## src/rtl/wdog_pkg.sv

```systemverilog
`timescale 1ns/1ps
package wdog_pkg;

  // Current and previous synchronised level of one line.
  typedef struct packed {
    logic lvl;
    logic prev;
  } lvl_pair_t;

  // A transition that only reproduces the pull request, before and after,
  // says nothing about the strobe being driven.
  function automatic logic follows_pull(lvl_pair_t s, lvl_pair_t p);
    return (s.lvl == p.lvl) && (s.prev == p.prev);
  endfunction

endpackage

```

## src/rtl/strobe_sync.sv

```systemverilog
`timescale 1ns/1ps
module strobe_sync
  import wdog_pkg::*;
#(
  parameter int STAGES = 2
) (
  input  logic      clk,
  input  logic      rst_n,
  input  logic      din,
  output lvl_pair_t view
);

  logic [STAGES-1:0] chain_q;
  logic              prev_q;

  always_ff @(posedge clk) begin
    if (!rst_n) chain_q[0] <= 1'b0;
    else        chain_q[0] <= din;
  end

  for (genvar i = 1; i < STAGES; i++) begin : g_stage
    always_ff @(posedge clk) begin
      if (!rst_n) chain_q[i] <= 1'b0;
      else        chain_q[i] <= chain_q[i-1];
    end
  end

  always_ff @(posedge clk) begin
    if (!rst_n) prev_q <= 1'b0;
    else        prev_q <= chain_q[STAGES-1];
  end

  assign view = {chain_q[STAGES-1], prev_q};

endmodule

```

## src/rtl/pull_sequencer.sv

```systemverilog
`timescale 1ns/1ps
module pull_sequencer
  import wdog_pkg::*;
#(
  parameter int PERIOD = 64,
  parameter int ALIGN  = 2
) (
  input  logic      clk,
  input  logic      rst_n,
  input  logic      restart,
  output logic      wrap,
  output logic      pull_req,
  output lvl_pair_t pull_view
);

  localparam int PH_W     = (PERIOD > 1) ? $clog2(PERIOD) : 1;
  localparam int HIGH_LEN = PERIOD / 8;
  localparam int LOW_LEN  = PERIOD - HIGH_LEN;
  localparam int LAST     = PERIOD - 1;

  logic [PH_W-1:0] phase_q;
  logic [ALIGN:0]  pd_q;

  assign wrap     = (phase_q == PH_W'(LAST));
  assign pull_req = (phase_q >= PH_W'(LOW_LEN));

  always_ff @(posedge clk) begin
    if (!rst_n)                phase_q <= '0;
    else if (restart || wrap)  phase_q <= '0;
    else                       phase_q <= phase_q + 1'b1;
  end

  // Delay the pull request by the synchroniser latency so it lines up
  // with what the strobe path shows.
  always_ff @(posedge clk) begin
    if (!rst_n) pd_q[0] <= 1'b0;
    else        pd_q[0] <= pull_req;
  end

  for (genvar i = 1; i <= ALIGN; i++) begin : g_pdly
    always_ff @(posedge clk) begin
      if (!rst_n) pd_q[i] <= 1'b0;
      else        pd_q[i] <= pd_q[i-1];
    end
  end

  assign pull_view = {pd_q[ALIGN-1], pd_q[ALIGN]};


  phase_range_chk: assert property (@(posedge clk) disable iff (!rst_n)
    phase_q <= PH_W'(LAST));

  pull_rise_pos_chk: assert property (@(posedge clk) disable iff (!rst_n)
    $rose(pull_req) |-> (phase_q == PH_W'(LOW_LEN)));

  pull_fall_pos_chk: assert property (@(posedge clk) disable iff (!rst_n)
    $fell(pull_req) |-> (phase_q == '0));

endmodule

```

## src/rtl/watchdog_core.sv

```systemverilog
`timescale 1ns/1ps
module watchdog_core
  import wdog_pkg::*;
(
  input  logic      clk,
  input  logic      rst_n,
  input  lvl_pair_t sv,
  input  lvl_pair_t pv,
  input  logic      wrap,
  output logic      restart,
  output logic      floating,
  output logic      timed_out
);

  logic track_q, floating_q, to_q;
  logic mism, vedge, float_break, end_ok;

  assign mism        = (sv.lvl != pv.lvl);
  assign vedge       = (sv.lvl != sv.prev) && !follows_pull(sv, pv);
  assign float_break = floating_q && mism && !vedge;
  assign end_ok      = track_q && !mism;
  assign restart     = vedge || float_break;

  always_ff @(posedge clk) begin
    if (!rst_n) begin
      track_q    <= 1'b1;
      floating_q <= 1'b0;
      to_q       <= 1'b0;
    end else if (vedge) begin
      track_q    <= !mism;
      floating_q <= 1'b0;
      to_q       <= 1'b0;
    end else if (float_break) begin
      track_q    <= 1'b0;
      floating_q <= 1'b0;
    end else if (wrap) begin
      track_q <= 1'b1;
      if (end_ok) begin
        floating_q <= 1'b1;
        to_q       <= 1'b0;
      end else begin
        to_q <= 1'b1;
      end
    end else if (mism) begin
      track_q <= 1'b0;
    end
  end

  assign floating  = floating_q;
  assign timed_out = to_q;


  timeout_at_wrap_chk: assert property (@(posedge clk) disable iff (!rst_n)
    $rose(to_q) |-> $past(wrap));

  edge_clears_chk: assert property (@(posedge clk) disable iff (!rst_n)
    vedge |=> !to_q);

  timeout_hold_chk: assert property (@(posedge clk) disable iff (!rst_n)
    $fell(to_q) |-> $past(vedge || (wrap && end_ok)));

  float_at_wrap_chk: assert property (@(posedge clk) disable iff (!rst_n)
    $rose(floating_q) |-> $past(wrap));

  float_break_chk: assert property (@(posedge clk) disable iff (!rst_n)
    (floating_q && mism) |=> !floating_q);

  float_no_alarm_chk: assert property (@(posedge clk) disable iff (!rst_n)
    !(floating_q && to_q));

endmodule

```

## src/rtl/strobe_watchdog.sv

```systemverilog
`timescale 1ns/1ps
module strobe_watchdog
  import wdog_pkg::*;
#(
  parameter int PERIOD_CYCLES = 64,
  parameter int SYNC_STAGES   = 2
) (
  input  logic clk,
  input  logic rst_n,
  input  logic supply_low,
  input  logic strobe_in,
  output logic pull_req,
  output logic strobe_floating,
  output logic wdo_n
);

  lvl_pair_t strobe_v, pull_v;
  logic      wrap, restart, timed_out;

  strobe_sync #(.STAGES(SYNC_STAGES)) u_sync (
    .clk  (clk),
    .rst_n(rst_n),
    .din  (strobe_in),
    .view (strobe_v)
  );

  pull_sequencer #(.PERIOD(PERIOD_CYCLES), .ALIGN(SYNC_STAGES)) u_seq (
    .clk      (clk),
    .rst_n    (rst_n),
    .restart  (restart),
    .wrap     (wrap),
    .pull_req (pull_req),
    .pull_view(pull_v)
  );

  watchdog_core u_core (
    .clk      (clk),
    .rst_n    (rst_n),
    .sv       (strobe_v),
    .pv       (pull_v),
    .wrap     (wrap),
    .restart  (restart),
    .floating (strobe_floating),
    .timed_out(timed_out)
  );

  assign wdo_n = !(supply_low || timed_out);


  reset_quiet_chk: assert property (@(posedge clk)
    $past(!rst_n) && !rst_n |-> (!pull_req && !strobe_floating));

endmodule

```

## config.mk

```make
export PLATFORM = sky130hd
export DESIGN_NAME = strobe_watchdog
export DESIGN_NICKNAME = d
export VERILOG_FILES = /design/src/rtl/wdog_pkg.sv /design/src/rtl/strobe_sync.sv /design/src/rtl/pull_sequencer.sv /design/src/rtl/watchdog_core.sv /design/src/rtl/strobe_watchdog.sv
export SDC_FILE = /design/constraint.sdc
export NUM_CORES = 1
export LEC_CHECK = 0
export BUFFER_PORTS_ARGS = -buffer_cell sky130_fd_sc_hd__clkbuf_2
export CORE_MARGIN = 10
export CORE_UTILIZATION = 40
export CTS_CLUSTER_DIAMETER = 120
export DETAILED_ROUTE_END_ITERATION = 12
export HOLD_SLACK_MARGIN = 0.03
export PLACE_DENSITY_LB_ADDON = 0.1
export REMOVE_ABC_BUFFERS = 1
export SYNTH_ARGS = -nofsm -noshare
export SYNTH_HDL_FRONTEND = slang
export SYNTH_SLANG_ARGS = --single-unit
```

## constraint.sdc

```tcl
create_clock -name clk -period 1.55 [get_ports clk]
set_input_delay 0.2325 -clock clk [delete_from_list [all_inputs] [get_ports clk]]
set_output_delay 0.2325 -clock clk [all_outputs]
set_load 0.05 [all_outputs]
```

==> results of run 1 <==
[stage by stage]
stage	instances	total power, mW	worst slack, ps	util [%]	hold WS, ps
2_1_floorplan	68	0.450	190	-	313
3_3_place_gp	90	0.464	281	45.1	419
3_5_place_dp	90	0.464	278	45.1	422
4_1_cts	94	0.682	127	46.8	150
5_1_grt	94	0.712	78.3	46.8	168
6_report	94	0.671	141	46.8	157
[critical path, delay by kind of cell (launching register included)]
kind,cells,cell delay [ps]
buffers and inverters,1,280
flip-flops,1,390
AND/OR/NAND/NOR,1,230
[layer usage]
metal | part of all wire (%) | global-route usage [%] | vias up
met4 | 2.5 | 4.70 | 0
met5 | 0 | 0 | -
met1 | 53 | 9.02 | 206
met2 | 36 | 7.65 | 11
li1 | - | - | 243
met3 | 8.9 | 3.55 | 4
[report_power, final]
part           internal (mW)  total, mW  switching (mW)
Combinational         0.0208     0.0475          0.0266
Clock                 0.0998      0.216           0.116
Sequential             0.397      0.407          0.0106
Total                  0.517      0.671           0.154
[registers in the layout, summed over array words and instances, names as in the netlist]
name,count
u_seq.phase_q,6
u_seq.pull_view,2
u_core.floating,1
u_core.timed_out,1
u_core.track_q,1
u_seq.pd_q,1
u_sync.chain_q,1
u_sync.prev_q,1
u_sync.view,1
[synth_stat cells, drive strengths merged]
cell     count  area share, %
or2          1           0.95
nor3         1           0.76
ha           2            3.8
and2         6            6.1
a22o         1            1.3
or3          1           0.95
dfxtp       15             46
buf          2            2.9
xnor2        3            4.0
nand2        3            1.7
a21oi        2            1.5
nand2b       3            2.9
o2111a       1            1.7
o2bb2ai      1            1.3
o211ai       1            1.1
o21ai        2            1.5
nor2         9            5.2
and3         1            1.1
o2111ai      1            1.3
xor2         3            4.0
nor2b        3            4.0
nand3        3            3.1
inv          5            2.9
[cell type report]
type                            count  share of cell area, %
Clock buffer                        4                   3.68
Inverter                            5                   2.63
Multi-Input combinational cell     48                   44.6
Sequential cell                    15                   42.1
Tap cell                           16                   2.81
Timing Repair Buffer                6                   4.21
[final timing paths]
| check | start | to | slack [ps] | cells after the start |
|---|---|---|---|---|
| worst max register to register | u_seq.phase_q[0] | u_core.track_q | 270 | 4 |
| worst max-delay path | u_seq.phase_q[3] | pull_req | 140 | 2 |
| worst min register to register | u_sync.chain_q[0] | u_sync.view[1] | 440 | 1 |
| worst min-delay path | strobe_in | u_sync.chain_q[0] | 160 | 2 |
[cells by family after synthesis]
logic type / synth area share (%)
buf+inv: 5.73
simple gates: 26.7
compound gates: 9.92
flops: 45.8
fa+ha+maj: 3.82
xor+xnor: 8.02
==> metrics.cfg, run 1 <==
[run_status]
outcome = finished clean

[placed_design]
gp_congestion = 0.740
port_buffers = 6
placed_area_um2 = 687
hpwlAfterDp_um = 779

[sta]
setup_violations = 0
worst_pin_slew_ps = 390
setup_tns_ps = 0
rsz0062_at_grt = false
post-route-min-period_ps = 1410
slew_viol_final = 0
fmax_mhz = 710
slew_headroom_pct = 73.9
final-hold-violation-count = 0
clock_skew_ps = 0.794
min_period_over_period_pct = 90.9

[drt]
ant_nets = 0
drt_iter0_drc = 6
dr.pass1.iters = 4
drc = 0
wire_per_inst_um = 10.6
routed_wl_um = 993
vias = 464
avgViaCountPerCell = 4.94

[cts]
cts_setup_buffers = 0
cts_max_level = 1
path_clk_slew_ps = 80
root_buffer = clkbuf_4
ctsHoldBuffers = 0
cts_sinks = 15
clkLatencyLatePin_ps = 280
cts-resized-gates = 0
cts_tree = yes
cts_made_buffers = 3
cts_buffer_depth = 2

[final_layout]
final_cell_mix = dfxtp_1 (15), nor2_1 (9), clkbuf_2 (6), inv_1 (5), and2_1 (4)
fin_nets = 85
postLayoutCellArea_um2 = 713
multiInputGateArea_um2 = 318
area_growth_pct = 8.78
diodes = 0
final_common_cell = dfxtp_1
drive_gt1_share_pct = 17.9
n_fill_cell = 153
seq_area_um2 = 300

[run]
maxCapViolCount = 0

[floorplanning]
initial_core_util_pct = 43.0
dieWidth_um = 60.5
fp.dieH_um = 60.5
ios = 7
core_area_mm2 = 0.00152
die_area_mm2 = 0.00366
rows = 14

[grt]
grt_pass1_wl_mm = 1.84
antenna_found_initial = 0
overflow = 0
grt_max_degree = 11
grt_pass1_vias = 428
grt_util_all_layers_pct = 6.69

[yosys]
synth_cell_types = 27
yosysSeqAreaShare_pct = 45.8
synth_area_um2 = 656
syn-mean-instance-area_um2 = 9.37
ys_warn_count = 0
netlist_instances = 70
ys_seq_elements = 15

[worst_setup_path]
cp_max_fo = 4
path_class = flop to output pin
crit_path_start_kind = flop
cp_data_required_time_ps = 1320
arrival_ps = 1180
critPathMaxStageDelay_ps = 390
cp_cell_sequence = and3_2 -> clkbuf_2
crit_slowest_cell = dfxtp_1
endpoint_kind = output pin

[power_and_ir_drop]
power_density_mw_per_mm2 = 941
leakagePower_nw = 0.292
vdd_drop_max_mv = 0.564

[worst_hold_path]
hp-class = input port to flop

Power figures use the tool's default switching activity.
==> run 2, diff against run 1 <==
--- a/config.mk
+++ b/config.mk
@@ -12,6 +12,7 @@
 export DETAILED_ROUTE_END_ITERATION = 12
 export HOLD_SLACK_MARGIN = 0.03
 export PLACE_DENSITY_LB_ADDON = 0.1
+export RECOVER_POWER = 100
 export REMOVE_ABC_BUFFERS = 1
 export SYNTH_ARGS = -nofsm -noshare
 export SYNTH_HDL_FRONTEND = slang
==> run 2 against run 1 <==
First-iteration DRC count decreased by 50%. Critical path depth unchanged. Global-route usage unchanged. Setup slack improved by 13 ps. Largest power group unchanged. Sequential share of layout area increased by 0.83 points. Cell count unchanged. Combinational power decreased by 3%. Non-clock buffer count unchanged. Sequential power about the same. Die area unchanged. Hold slack got worse by 0.79 ps. Register-to-register slack got worse by 50 ps.
==> metrics.cfg, run 2 (synthesized netlist as in run 1, its figures left out) <==
[worst_setup_path]
crit_path_start_kind = flop
crit_slowest_cell = dfxtp_1
arrival_ps = 1160
cp_data_required_time_ps = 1320
reg2regPathDepth = 4
endpoint_kind = output pin
rrSetupSlack_ps = 220
path_class = flop to output pin
crit_family = flip-flops
cp_cell_sequence = and3_2 -> clkbuf_2
path_buf_inv = 1
r2r_end = u_core.track_q
critPathMaxStageDelay_ps = 390
r2r-start = u_seq.phase_q[0]
cp_max_fo = 4

[placed_design]
gp_congestion = 0.740
port_buffers = 6
placed_area_um2 = 687
hpwlAfterDp_um = 779
place_worst_setup_slack_ps = 278

[final_layout]
postLayoutCellArea_um2 = 699
diodes = 0
fin_nets = 85
top_register = u_seq.phase_q
largest_register_ffs = 6
area_growth_pct = 6.68
post-route-util_pct = 45.9
drive_gt1_share_pct = 14.1
final_cell_mix = dfxtp_1 (15), nor2_1 (9), inv_1 (5), clkbuf_2 (5)
final_common_cell = dfxtp_1

[sta]
slew_viol_final = 0
fmax_mhz = 716
post-route-min-period_ps = 1400
clock_skew_ps = 2.62
setup_violations = 0
final-hold-violation-count = 0
worst_pin_slew_ps = 380
slew_headroom_pct = 74.6
setup_tns_ps = 0
fin_ws_ps = 153
min_period_over_period_pct = 90.1
rsz0062_at_grt = false

[run_status]
outcome = finished clean

[cts]
ctsHoldBuffers = 0
clkLatencyLatePin_ps = 280
cts_tree = yes
cts_max_level = 1
cts_buffer_depth = 2
path_clk_slew_ps = 80
cts_sinks = 15
cts_made_buffers = 3
root_buffer = clkbuf_4
cts_setup_buffers = 0
cts-resized-gates = 0

[power_and_ir_drop]
p_sw_share_pct = 22.9
finalPower_uw = 669
p_int_uw = 516
p_seq_share_pct = 60.8
vdd_drop_max_mv = 0.567
leakagePower_nw = 0.287
p_clk_share_pct = 32.4
power_density_mw_per_mm2 = 957
p_sw_uw = 153
combPwrFrac_pct = 6.9

[worst_hold_path]
min_from = strobe_in
hp-class = input port to flop
whs_endpoint = u_sync.chain_q[0]
min_path_cells = 2

[grt]
grt_max_degree = 11
grt_pass1_wl_mm = 1.84
antenna_found_initial = 0
grt_pass1_vias = 428
overflow = 0
grt_util_all_layers_pct = 6.69

[drt]
dr.pass1.iters = 3
drt_iter0_drc = 3
wire_per_inst_um = 10.6
routed_wl_um = 992
drc = 0
vias = 455
avgViaCountPerCell = 4.84
ant_nets = 0

[floorplanning]
dieWidth_um = 60.5
ios = 7
initial_core_util_pct = 43.0
core_area_mm2 = 0.00152
fp.dieH_um = 60.5
rows = 14
die_area_mm2 = 0.00366

[run]
maxCapViolCount = 0

[run 2: cell types whose count changed in the layout (fill, tap and decap cells not counted)]
cell,change
and2_0,+1
and2_1,-1
clkbuf_1,+1
clkbuf_2,-1
nand3_1,+1
nand3_2,-1
nor2b_1,+1
nor2b_4,-1
or2_0,+1
or2_1,-1
[run 2: layout make-up]
class	instances	area (um^2)
Timing Repair Buffer	6	28.8
Fill cell	156	825
Sequential cell	15	300
Multi-Input combinational cell	48	305
Tap cell	16	20.0
Clock buffer	4	26.3
Inverter	5	18.8
[run 2: how the worst max path moves through the flow]
stage,depth (start not counted),slack (ps),from,endpoint
3_5_place_dp,4,280,u_seq.phase_q[0],u_core.track_q
6_report,2,150,u_seq.phase_q[3],pull_req
4_1_cts,2,130,u_seq.phase_q[3],pull_req
2_1_floorplan,4,190,u_seq.phase_q[3],u_core.track_q
3_3_place_gp,4,280,u_seq.phase_q[0],u_core.track_q
5_1_grt,2,100,u_seq.phase_q[3],pull_req
[run 2: per-layer routing]
layer  routed length (um)  track usage [%]
met1                  509             9.02
met2                  372             7.65
met3                   84             3.55
met4                   25             4.70
met5                    0                0
[run 2: power by group through the flow]
stage                     Sequential (mW)  Clock (mW)  Combinational (mW)
after floorplan                     0.414           0              0.0354
after global placement              0.416           0              0.0473
after detailed placement            0.416           0              0.0480
after CTS                           0.407       0.226              0.0481
after global routing                0.409       0.247              0.0531
final                               0.407       0.217              0.0459
[run 2: through the flow]
stage / hold WS [ps] / cells
after floorplan: 313 / 68
after global placement: 419 / 90
after detailed placement: 422 / 90
after CTS: 150 / 94
after global routing: 168 / 94
final: 156 / 94
==> run 3, diff against run 2 <==
--- a/config.mk
+++ b/config.mk
@@ -5,6 +5,7 @@
 export SDC_FILE = /design/constraint.sdc
 export NUM_CORES = 1
 export LEC_CHECK = 0
+export ABC_AREA = 1
 export BUFFER_PORTS_ARGS = -buffer_cell sky130_fd_sc_hd__clkbuf_2
 export CORE_MARGIN = 10
 export CORE_UTILIZATION = 40
==> run 3 against run 2 <==
Area after synthesis rose by 6.1%. Critical endpoint unchanged. Die area rose by 4.1%. Largest power group unchanged. Via count rose by 9.5%. Critical path depth rose by 1. Cell count rose by 22%. Sequential power barely moved.
==> metrics.cfg, run 3 <==
[run_status]
outcome = finished clean

[yosys]
netlist_instances = 89
synth.area.mux_share_pct = 0
yosysTopAreaCellShare_pct = 43.2
synth_top_flop_cell = dfxtp_1
synth_cell_types = 18
synth_area_um2 = 696
synth_commonest_cells = nand2_1 (18), inv_1 (17), dfxtp_1 (15)
synth-async-reset-ratio_pct = 0
ys_warn_count = 0
yosys.area_share.adder_pct = 3.60
synth_top_family_by_area = simple AND/OR/NAND/NOR gates
yosysSeqAreaShare_pct = 43.2
synth_compound_area_share_pct = 3.42
synth-xor-area-share_pct = 7.55
ys_seq_elements = 15
synth-edff-count = 0
syn-mean-instance-area_um2 = 7.82
yosys-top-cells-area = dfxtp_1 (43%), nand2_1 (9.7%), inv_1 (9.2%)
yosysTopAreaCell = dfxtp_1
synth_most_common_cell = nand2_1
synth-simple-area-share_pct = 30.6

[worst_setup_path]
cp_data_required_time_ps = 1320
crit_path_start_kind = flop
cp_max_fo = 3
path_class = flop to output pin
endpoint_kind = output pin
rrSetupSlack_ps = 360
arrival_ps = 1170

[cts]
clkLatencyLatePin_ps = 280
cts_made_buffers = 3
cts-resized-gates = 0
cts_tree = yes
cts_buffer_depth = 2
cts_max_level = 1
path_clk_slew_ps = 80
cts_sinks = 15
root_buffer = clkbuf_4
ctsHoldBuffers = 0
cts_setup_buffers = 0

[sta]
rsz0062_at_grt = false
setup_tns_ps = 0
slew_headroom_pct = 79.5
setup_violations = 0
clock_skew_ps = 3.31
fin_ws_ps = 152
post-route-min-period_ps = 1400
worst_pin_slew_ps = 308
slew_viol_final = 0
final-hold-violation-count = 0
fmax_mhz = 716
min_period_over_period_pct = 90.2

[placed_design]
placed_area_um2 = 736
gp_congestion = 0.728
place_worst_setup_slack_ps = 412
port_buffers = 6
hpwlAfterDp_um = 806

[final_layout]
largest_register_ffs = 6
postLayoutCellArea_um2 = 738
final_common_cell = nand2_1
final_cell_mix = nand2_1 (22), inv_1 (17), dfxtp_1 (15), nor2_1 (11), clkbuf_2 (5)
top_register = u_seq.phase_q
n_fill_cell = 191
fin_nets = 105
drive_gt1_share_pct = 15.3
diodes = 0
area_growth_pct = 6.12

[floorplanning]
fp.dieH_um = 61.7
dieWidth_um = 61.7
ios = 7
initial_core_util_pct = 41.2
core_area_mm2 = 0.00169
rows = 15
die_area_mm2 = 0.00381

[power_and_ir_drop]
power_density_mw_per_mm2 = 912
leakagePower_nw = 0.362
finalPower_uw = 673
vdd_drop_max_mv = 0.458

[grt]
overflow = 0
grt_util_all_layers_pct = 6.57
grt_pass1_vias = 475
grt_pass1_wl_mm = 1.82
grt_max_degree = 9
antenna_found_initial = 0

[drt]
dr.pass1.iters = 4
vias = 498
avgViaCountPerCell = 4.33
ant_nets = 0
routed_wl_mm = 1.00
drt_iter0_drc = 3
drc = 0
wire_per_inst_um = 8.71

[run]
maxCapViolCount = 0

[worst_hold_path]
hp-class = input port to flop

[run 3: cell types whose count changed after synthesis, moves of 2 or more]
cell / previous run / this run
nor2_1: 9 / 11
nand2_1: 3 / 18
nand2_2: 0 / 6
and2_1: 4 / 0
inv_1: 5 / 17
and2_2: 2 / 0
nand2b_1: 3 / 0
nor2b_1: 2 / 0
nor2_4: 0 / 2
[run 3: cell type report]
class / instances / area [um^2] / share of cell area [%]
timing repair buffer: 6 / 28.8 / 3.90
tap: 17 / 21.3 / 2.88
multi-input combinational: 55 / 292 / 39.5
inverter: 18 / 70.1 / 9.49
sequential: 15 / 300 / 40.7
clock buffer: 4 / 26.3 / 3.56
[run 3: path summary, 6_finish.rpt]
path              cells after the start                 to               from
setup / recovery                      3           pull_req   u_seq.phase_q[3]
hold reg to reg                       2     u_sync.view[1]  u_sync.chain_q[0]
hold / removal                        3  u_sync.chain_q[0]          strobe_in
setup reg to reg                      6   u_seq.phase_q[3]     u_sync.view[1]
[run 3: per-layer routing]
layer	vias up	GRT usage, %	wire (um)
met5	-	0	0
met4	0	5.73	36
met3	4	2.44	48
met2	5	10.5	446
met1	213	6.58	470
li1	276	-	-
[run 3: logic make-up (layout without fill, tap and decap cells)]
| group | after synthesis | after routing |
|---|---|---|
| DFF | 15 | 15 |
| AOI/OAI and AO/OA | 4 | 4 |
| and+or+nand+nor | 43 | 43 |
| xor gates and xnor gates | 6 | 6 |
| buffers and inverters | 19 | 28 |
| adders and majority gates | 2 | 2 |
[run 3: critical path, stage by stage, from the launching register on]
cell,delay [ps]
dfxtp_1,370
nand2_1,130
nor2_4,110
clkbuf_2,280
[run 3: where the power goes]
group / switching, mW / internal [mW]
clock: 0.115 / 0.0998
combinational: 0.0323 / 0.0199
sequential: 0.00980 / 0.396
[run 3: through the flow]
stage               hold WS (ps)  instances  utilization [%]
finish                       139        115             43.7
global route                 158        115             43.7
CTS                          134        115             45.1
detailed placement           398        111             43.6
global placement             393        111             43.6
floorplan                    301         88                -
